===== config.mk =====
export PLATFORM = sky130hd
export DESIGN_NAME = blank_seq_top
export DESIGN_NICKNAME = d
export VERILOG_FILES = /design/src/rtl/blank_seq_pkg.sv /design/src/rtl/blank_phase_timer.sv /design/src/rtl/blank_evt_status.sv /design/src/rtl/blank_seq_top.sv
export SDC_FILE = /design/constraint.sdc
export NUM_CORES = 1
export LEC_CHECK = 0
export BUFFER_PORTS_ARGS = -buffer_cell sky130_fd_sc_hd__buf_2
export CORE_MARGIN = 1.5
export CORE_UTILIZATION = 40
export DETAILED_ROUTE_END_ITERATION = 8
export GPL_TIMING_DRIVEN = 0
export PLACE_DENSITY = 0.62
export RECOVER_POWER = 50
export SLEW_MARGIN = 20
export SYNTH_ARGS = -nofsm -noshare
export SYNTH_HDL_FRONTEND = slang
export SYNTH_SLANG_ARGS = --single-unit

===== constraint.sdc =====
create_clock -name clk -period 6.1 [get_ports clk]
set_input_delay 0.305 -clock clk [delete_from_list [all_inputs] [get_ports clk]]
set_output_delay 0.305 -clock clk [all_outputs]
set_load 0.005 [all_outputs]

===== src/rtl/blank_seq_pkg.sv =====
// Package: shared register addresses and bit positions for the blanking sequencer.
package blank_seq_pkg;
    typedef enum logic [2:0] {
        A_HREN = 3'd0,
        A_HBLK = 3'd1,
        A_VREN = 3'd2,
        A_VBLK = 3'd3,
        A_CORR = 3'd4,
        A_CTRL = 3'd5,
        A_STAT = 3'd6
    } cfg_addr_e;

    localparam int ADDR_W    = 3;
    localparam int STAT_W    = 4;
    localparam int HEV_BIT   = 2;
    localparam int VEV_BIT   = 3;
    localparam int HMASK_BIT = 10;
    localparam int VMASK_BIT = 11;
endpackage


===== src/rtl/blank_phase_timer.sv =====
// Module: blank_phase_timer
// Two-phase (render/blank) sequencer built on a remaining-cycles down counter.
// Assumes: each length is loaded when its phase starts; adj_val is added to the
// remaining count of the current phase when adj_en is high; the sum fits in REM_W.
module blank_phase_timer #(
    parameter int CNT_W    = 16,
    parameter int INIT_LEN = 6
) (
    input  logic             clk,
    input  logic             rst_n,
    input  logic [CNT_W-1:0] len_render,
    input  logic [CNT_W-1:0] len_blank,
    input  logic             adj_en,
    input  logic [CNT_W-1:0] adj_val,
    output logic             in_blank,
    output logic             blank_start,
    output logic             blank_end,
    output logic             enter_blank
);
    localparam int REM_W = CNT_W + 2;
    localparam logic [REM_W-1:0] ONE      = REM_W'(1);
    localparam logic [REM_W-1:0] INIT_REM = (INIT_LEN < 1) ? ONE : REM_W'(INIT_LEN);

    logic [REM_W-1:0] rem_q;
    logic [REM_W-1:0] sum;
    logic [REM_W-1:0] next_len;
    logic             boundary;

    // Remaining count after any correction, and the boundary test.
    always_comb begin
        sum      = rem_q + (adj_en ? {2'b00, adj_val} : '0);
        boundary = (sum == ONE);
    end

    // Length of the phase about to start; zero is treated as one.
    always_comb begin
        next_len = in_blank ? {2'b00, len_render} : {2'b00, len_blank};
        if (next_len == '0) next_len = ONE;
    end

    assign enter_blank = boundary && !in_blank;

    // Phase state, down counter and registered edge pulses.
    always_ff @(posedge clk) begin
        if (!rst_n) begin
            rem_q       <= INIT_REM;
            in_blank    <= 1'b0;
            blank_start <= 1'b0;
            blank_end   <= 1'b0;
        end else begin
            blank_start <= 1'b0;
            blank_end   <= 1'b0;
            if (boundary) begin
                in_blank    <= !in_blank;
                rem_q       <= next_len;
                blank_start <= !in_blank;
                blank_end   <= in_blank;
            end else begin
                rem_q <= sum - ONE;
            end
        end
    end


    pulse_excl_chk: assert property (@(posedge clk) disable iff (!rst_n)
        !(blank_start && blank_end));

    start_level_chk: assert property (@(posedge clk) disable iff (!rst_n)
        blank_start |-> in_blank);

    rise_pulse_chk: assert property (@(posedge clk) disable iff (!rst_n)
        $rose(in_blank) |-> blank_start);

    rem_nonzero_chk: assert property (@(posedge clk) disable iff (!rst_n)
        rem_q != '0);
endmodule


===== src/rtl/blank_evt_status.sv =====
// Module: blank_evt_status
// Sticky event status bits with write-one-to-clear, a masked interrupt, and the frame counter.
// Assumes: event inputs are the registered one-cycle pulses from the timers.
module blank_evt_status
    import blank_seq_pkg::*;
#(
    parameter int FRAME_W = 16
) (
    input  logic               clk,
    input  logic               rst_n,
    input  logic               h_end_evt,
    input  logic               v_start_evt,
    input  logic               v_end_evt,
    input  logic               hrep_en,
    input  logic               vrep_en,
    input  logic               hmask,
    input  logic               vmask,
    input  logic               clr_we,
    input  logic [1:0]         clr_bits,
    output logic [STAT_W-1:0]  status,
    output logic               irq,
    output logic [FRAME_W-1:0] frame_cnt
);
    logic h_st_q, v_st_q;

    // Sticky bits: a set has priority over a clear in the same cycle.
    always_ff @(posedge clk) begin
        if (!rst_n) begin
            h_st_q <= 1'b0;
            v_st_q <= 1'b0;
        end else begin
            h_st_q <= (h_end_evt && hrep_en) || (h_st_q && !(clr_we && clr_bits[0]));
            v_st_q <= (v_start_evt && vrep_en) || (v_st_q && !(clr_we && clr_bits[1]));
        end
    end

    // Frame counter advancing once per vertical blank end.
    always_ff @(posedge clk) begin
        if (!rst_n) frame_cnt <= '0;
        else if (v_end_evt) frame_cnt <= frame_cnt + 1'b1;
    end

    // Status view and masked interrupt.
    always_comb begin
        status          = '0;
        status[HEV_BIT] = h_st_q;
        status[VEV_BIT] = v_st_q;
        irq             = (h_st_q && !hmask) || (v_st_q && !vmask);
    end


    irq_source_chk: assert property (@(posedge clk) disable iff (!rst_n)
        irq |-> (status[HEV_BIT] || status[VEV_BIT]));

    frame_step_chk: assert property (@(posedge clk) disable iff (!rst_n)
        (frame_cnt != $past(frame_cnt)) |-> $past(v_end_evt));

    vset_chk: assert property (@(posedge clk) disable iff (!rst_n)
        (v_start_evt && vrep_en) |=> status[VEV_BIT]);
endmodule


===== src/rtl/blank_seq_top.sv =====
// Module: blank_seq_top
// Horizontal and vertical blanking sequencer with configuration registers and event status.
// Assumes: CNT_W >= 12 so the control bits fit in cfg_wdata; lengths apply at the next boundary.
module blank_seq_top
    import blank_seq_pkg::*;
#(
    parameter int CNT_W    = 16,
    parameter int FRAME_W  = 16,
    parameter int DEF_HREN = 6,
    parameter int DEF_HBLK = 5,
    parameter int DEF_VREN = 44,
    parameter int DEF_VBLK = 39,
    parameter int DEF_CORR = 3
) (
    input  logic               clk,
    input  logic               rst_n,
    input  logic               cfg_we,
    input  logic [ADDR_W-1:0]  cfg_addr,
    input  logic [CNT_W-1:0]   cfg_wdata,
    output logic               hblank,
    output logic               vblank,
    output logic               hblank_start,
    output logic               hblank_end,
    output logic               vblank_start,
    output logic               vblank_end,
    output logic [FRAME_W-1:0] frame_cnt,
    output logic [STAT_W-1:0]  status,
    output logic               irq
);
    logic [CNT_W-1:0] hren_q, hblk_q, vren_q, vblk_q, corr_q;
    logic hrep_q, vrep_q, hmask_q, vmask_q;
    logic v_enter_blank, h_enter_unused;
    logic stat_clr_we;

    // Configuration register writes.
    always_ff @(posedge clk) begin
        if (!rst_n) begin
            hren_q  <= CNT_W'(DEF_HREN);
            hblk_q  <= CNT_W'(DEF_HBLK);
            vren_q  <= CNT_W'(DEF_VREN);
            vblk_q  <= CNT_W'(DEF_VBLK);
            corr_q  <= CNT_W'(DEF_CORR);
            hrep_q  <= 1'b0;
            vrep_q  <= 1'b0;
            hmask_q <= 1'b0;
            vmask_q <= 1'b0;
        end else if (cfg_we) begin
            case (cfg_addr_e'(cfg_addr))
                A_HREN: hren_q <= cfg_wdata;
                A_HBLK: hblk_q <= cfg_wdata;
                A_VREN: vren_q <= cfg_wdata;
                A_VBLK: vblk_q <= cfg_wdata;
                A_CORR: corr_q <= cfg_wdata;
                A_CTRL: begin
                    hrep_q  <= cfg_wdata[HEV_BIT];
                    vrep_q  <= cfg_wdata[VEV_BIT];
                    hmask_q <= cfg_wdata[HMASK_BIT];
                    vmask_q <= cfg_wdata[VMASK_BIT];
                end
                default: ;
            endcase
        end
    end

    assign stat_clr_we = cfg_we && (cfg_addr == ADDR_W'(A_STAT));

    // Vertical sequencer: no correction input.
    blank_phase_timer #(.CNT_W(CNT_W), .INIT_LEN(DEF_VREN)) u_vtim (
        .clk         (clk),
        .rst_n       (rst_n),
        .len_render  (vren_q),
        .len_blank   (vblk_q),
        .adj_en      (1'b0),
        .adj_val     ('0),
        .in_blank    (vblank),
        .blank_start (vblank_start),
        .blank_end   (vblank_end),
        .enter_blank (v_enter_blank)
    );

    // Horizontal sequencer: stretched by the correction on vertical render-to-blank.
    blank_phase_timer #(.CNT_W(CNT_W), .INIT_LEN(DEF_HREN)) u_htim (
        .clk         (clk),
        .rst_n       (rst_n),
        .len_render  (hren_q),
        .len_blank   (hblk_q),
        .adj_en      (v_enter_blank),
        .adj_val     (corr_q),
        .in_blank    (hblank),
        .blank_start (hblank_start),
        .blank_end   (hblank_end),
        .enter_blank (h_enter_unused)
    );

    // Event status, interrupt and frame counter.
    blank_evt_status #(.FRAME_W(FRAME_W)) u_stat (
        .clk         (clk),
        .rst_n       (rst_n),
        .h_end_evt   (hblank_end),
        .v_start_evt (vblank_start),
        .v_end_evt   (vblank_end),
        .hrep_en     (hrep_q),
        .vrep_en     (vrep_q),
        .hmask       (hmask_q),
        .vmask       (vmask_q),
        .clr_we      (stat_clr_we),
        .clr_bits    (cfg_wdata[VEV_BIT:HEV_BIT]),
        .status      (status),
        .irq         (irq),
        .frame_cnt   (frame_cnt)
    );


    vstart_coincide_chk: assert property (@(posedge clk) disable iff (!rst_n)
        vblank_start |-> $past(v_enter_blank));
endmodule


==> summary.md <==
| Metric | Value |
|---|---|
| Worst path bufs/invs | 3 |
| Wl on met1 | 10,600 um |
| Fin nets | 1,058 |
| Total power | 2170 uW |
| Clock Latency Late Sink | 0.43 ns |
| Max transition margin | 0.375 |
| GRT Util Overall | 0.223 |
| Worst VDD drop | 0.189 mV |
| Synthesized cell area | 0.00766 mm2 |
| Final Cell Area | 0.00877 mm2 |
| Critical-path cell list | or4_1 > nor4_2 > nand2b_1 > nor2_1 > nand3_2 > nor2_4 > clkbuf_2 > nand2_1 > inv_1 > ha_1 > a21o_1 > and4_1 > or4_1 > nand3_1 > nand4_2 > or4bb_1 > buf_2 > o41ai_2 > a21oi_1 |
| Hold crit path type | in2reg |
| Final setup viols | 0 |
| Ports | 49 |
| Top delay family on crit path | simple AND/OR/NAND/NOR gates |
| Least-Margin Pin Slew | 0.930 ns |
| Setup crit start kind | flip-flop |
| Status | complete, no violations |
| Ratio of cells with drive above 1 in the final layout | 0.118 |
| DRC marker count from the first detailed-route iteration | 530 |
| First-pass GRT wire length | 34,800 um |
| Area after DPL | 0.00818 mm2 |
| Final hold vios | 0 |
| Total of max-cap violations | 0 |
| Count of input and output buffers | 45 |
| Vias/cell | 5.62 |
| HPWL Detailed | 16,200 um |
| Pre-CTS WS | -0.0501 ns |
| Wire per inst | 17.5 um |
| Most frequent CP cell | or4_1 |
| Hold Buf Count CTS | 0 |
| Seq/Total Area, Yosys | 0.377 |
| Final Max Tran Viols | 0 |
| Mapped Avg Cell Area | 8.07 um2 |
| Tmin final | 5.66 ns |
| Clk sinks | 144 |
| Clk slew on worst S/H paths | 0.06 ns |
| Post-Syn Instances | 949 |
| Leak pwr | 0.00333 uW |
| Cell Count Post-Placement | 1,229 |
| Vias | 7,092 |
| FP Rows | 50 |
| Initial core utilization | 0.408 |
| Largest net degree at the start of global routing | 17 |
| DR top layer | met4 |
| Max FO, Critical Path | 10 |
| Critical Path RT | 6.39 ns |
| CTS tree | yes |
| Fin crit share | 0.929 |
| RSZ-0062 raised after global routing | false |
| Drt first pass iters | 6 |
| DIE WIDTH | 141 um |
| Max Clock Freq | 177 MHz |
| ANT nets after route | 0 |
| Commonest non-fill, non-tap cell in the layout | nand2_1 |
| Post-detailed-routing wire length | 22,000 um |
| Synth async-reset ratio | 0 |
| Total gr overflow | 0 |
| Seq cells post-synth | 144 |
| Non-filler cells, final | 1,261 |
| Fin util | 0.467 |
| H-tree levels | 4 |
| Die ar. | 0.0200 mm2 |
| CP arrival | 5.96 ns |
| Drc violations | 0 |
| Ant. Diodes | 0 |
| Post-route setup slack | 0.436 ns |
| Die Span Y | 141 um |
| PD cells | 247 mW/mm2 |
| Most frequent cells in the layout | 189 x nand2_1, 144 x dfxtp_1, 87 x a21oi_1, 61 x nor2_1, 48 x clkbuf_1 |
| Crit Path Category | reg2reg |
| Max Clock Skew | 0.00795 ns |
| Initial antenna violation count | 0 |
| Crit end category | flip-flop |
| Slowest CP cell | or4bb_1 |
| Post-CTS setup buffer count | 0 |
| Core Area | 0.0188 mm2 |
| Top_reg_cell synth | dfxtp_1 |
| Max clock buf depth | 2 |
| Critical Path Max Stage Delay | 0.66 ns |
| CTS buffer count | 17 |
| Area grow syn2layout | 14.5% |
| Vias in the first global route | 6,398 |
| Routability cong. | 0.876 |
| Netlist cell types | 79 |
| Root buffer cell | clkbuf_16 |
| Post-synth EDFFs | 0 |
| Ys Warns | 0 |
| Routed wl met2 | 9950 um |
| Met3 WL post-DR | 1060 um |
synthesized netlist by cell type, drive strengths merged, types with 3 or more instances:
cell | instances | area share
nor2b | 6 | 0.0049
mux2i | 30 | 0.039
o22ai | 11 | 0.0090
o2111ai | 5 | 0.0057
a21o | 13 | 0.013
and3 | 11 | 0.0096
a22oi | 3 | 0.0029
a31o | 5 | 0.0069
ha | 21 | 0.034
nor3b | 3 | 0.0029
o221ai | 3 | 0.0034
o21a | 3 | 0.0029
nand3 | 39 | 0.026
a311oi | 3 | 0.0034
and4 | 3 | 0.0034
nand2b | 7 | 0.0057
o21ai | 15 | 0.0098
o41ai | 3 | 0.0064
o31ai | 3 | 0.0029
nor3 | 21 | 0.015
o211ai | 8 | 0.0078
a31oi | 7 | 0.0057
mux2 | 10 | 0.015
nor4 | 26 | 0.023
or2 | 5 | 0.0041
xnor2 | 21 | 0.024
nor2 | 62 | 0.030
dfxtp | 144 | 0.38
or3 | 5 | 0.0041
clkbuf | 38 | 0.019
buf | 18 | 0.014
a211oi | 12 | 0.012
xor2 | 21 | 0.024
nor4b | 3 | 0.0042
nand4 | 10 | 0.0090
nand2 | 189 | 0.093
inv | 15 | 0.0074
or4 | 9 | 0.0098
a21oi | 88 | 0.058
and2 | 22 | 0.018
flip-flops by register name, summed over array words and instances (netlist names), 16 cells and up:
name and cells:
u_htim.rem_q 18, u_vtim.rem_q 18, corr_q 16, hblk_q 16, hren_q 16, u_stat.frame_cnt 16
vblk_q 16, vren_q 16
cell type report:
class,count,area [um2]
buffer,56,253
multi-input combinational,735,4510
inverter,15,56.3
tap,234,293
timing repair buffer,45,214
sequential,144,2880
fill,1894,10000
clock inverter,13,113
clock buffer,19,443
final timing paths:
check                                   from                     endpoint  slack, ns  cells after the start
setup / recovery  u_vtim.rem_q[4]$_SDFF_PN0_  u_htim.rem_q[12]$_SDFF_PN0_       0.44                     19
hold / removal                  cfg_wdata[1]       vren_q[1]$_SDFFE_PN0P_       0.19                      3
setup reg to reg  u_vtim.rem_q[4]$_SDFF_PN0_  u_htim.rem_q[12]$_SDFF_PN0_       0.44                     19
hold reg to reg      corr_q[11]$_SDFFE_PN0P_      corr_q[11]$_SDFFE_PN0P_       0.45                      2
report_power, final:
group	switching, uW	leakage (uW)	internal, uW
clock	418	0.000270	571
sequential	18.2	0.00117	966
combinational	128	0.00190	68.4
total	564	0.00333	1610
metal layers:
| layer | GRT usage | vias to the layer above |
|---|---|---|
| met5 | 0 | - |
| met4 | 0.0636 | 0 |
| met3 | 0.0479 | 30 |
| met2 | 0.349 | 190 |
| met1 | 0.310 | 3362 |
| li1 | - | 3510 |
kinds of logic after synthesis:
family	after synthesis	share of synthesized area
flops	144	0.377
simple gates	428	0.272
xor+xnor	42	0.0480
fa+ha+maj	22	0.0369
buf+inv	71	0.0402
other cells	1	0.000490
mux	40	0.0539
compound gates	201	0.172
tightest hold or removal path, stage by stage:
cell and delay, ns:
buf_2 0.15, nand2_1 0.07, a21oi_1 0.05
metrics by stage:
| step | hold slack [ns] | TNS (ns) |
|---|---|---|
| 4_1_cts | 0.184 | 0 |
| 3_3_place_gp | 0.439 | -0.397 |
| 3_5_place_dp | 0.445 | -0.148 |
| 5_1_grt | 0.185 | 0 |
| 6_report | 0.192 | 0 |
| 2_1_floorplan | 0.429 | 0 |
what timing repair did:
| action | 4_1_cts | 5_1_grt |
|---|---|---|
| endpoints found under the setup margin | 9 | 19 |
| pin swaps | 0 | 0 |
| gates resized for setup | 1 | 9 |
(Power assumes the default switching activity.)
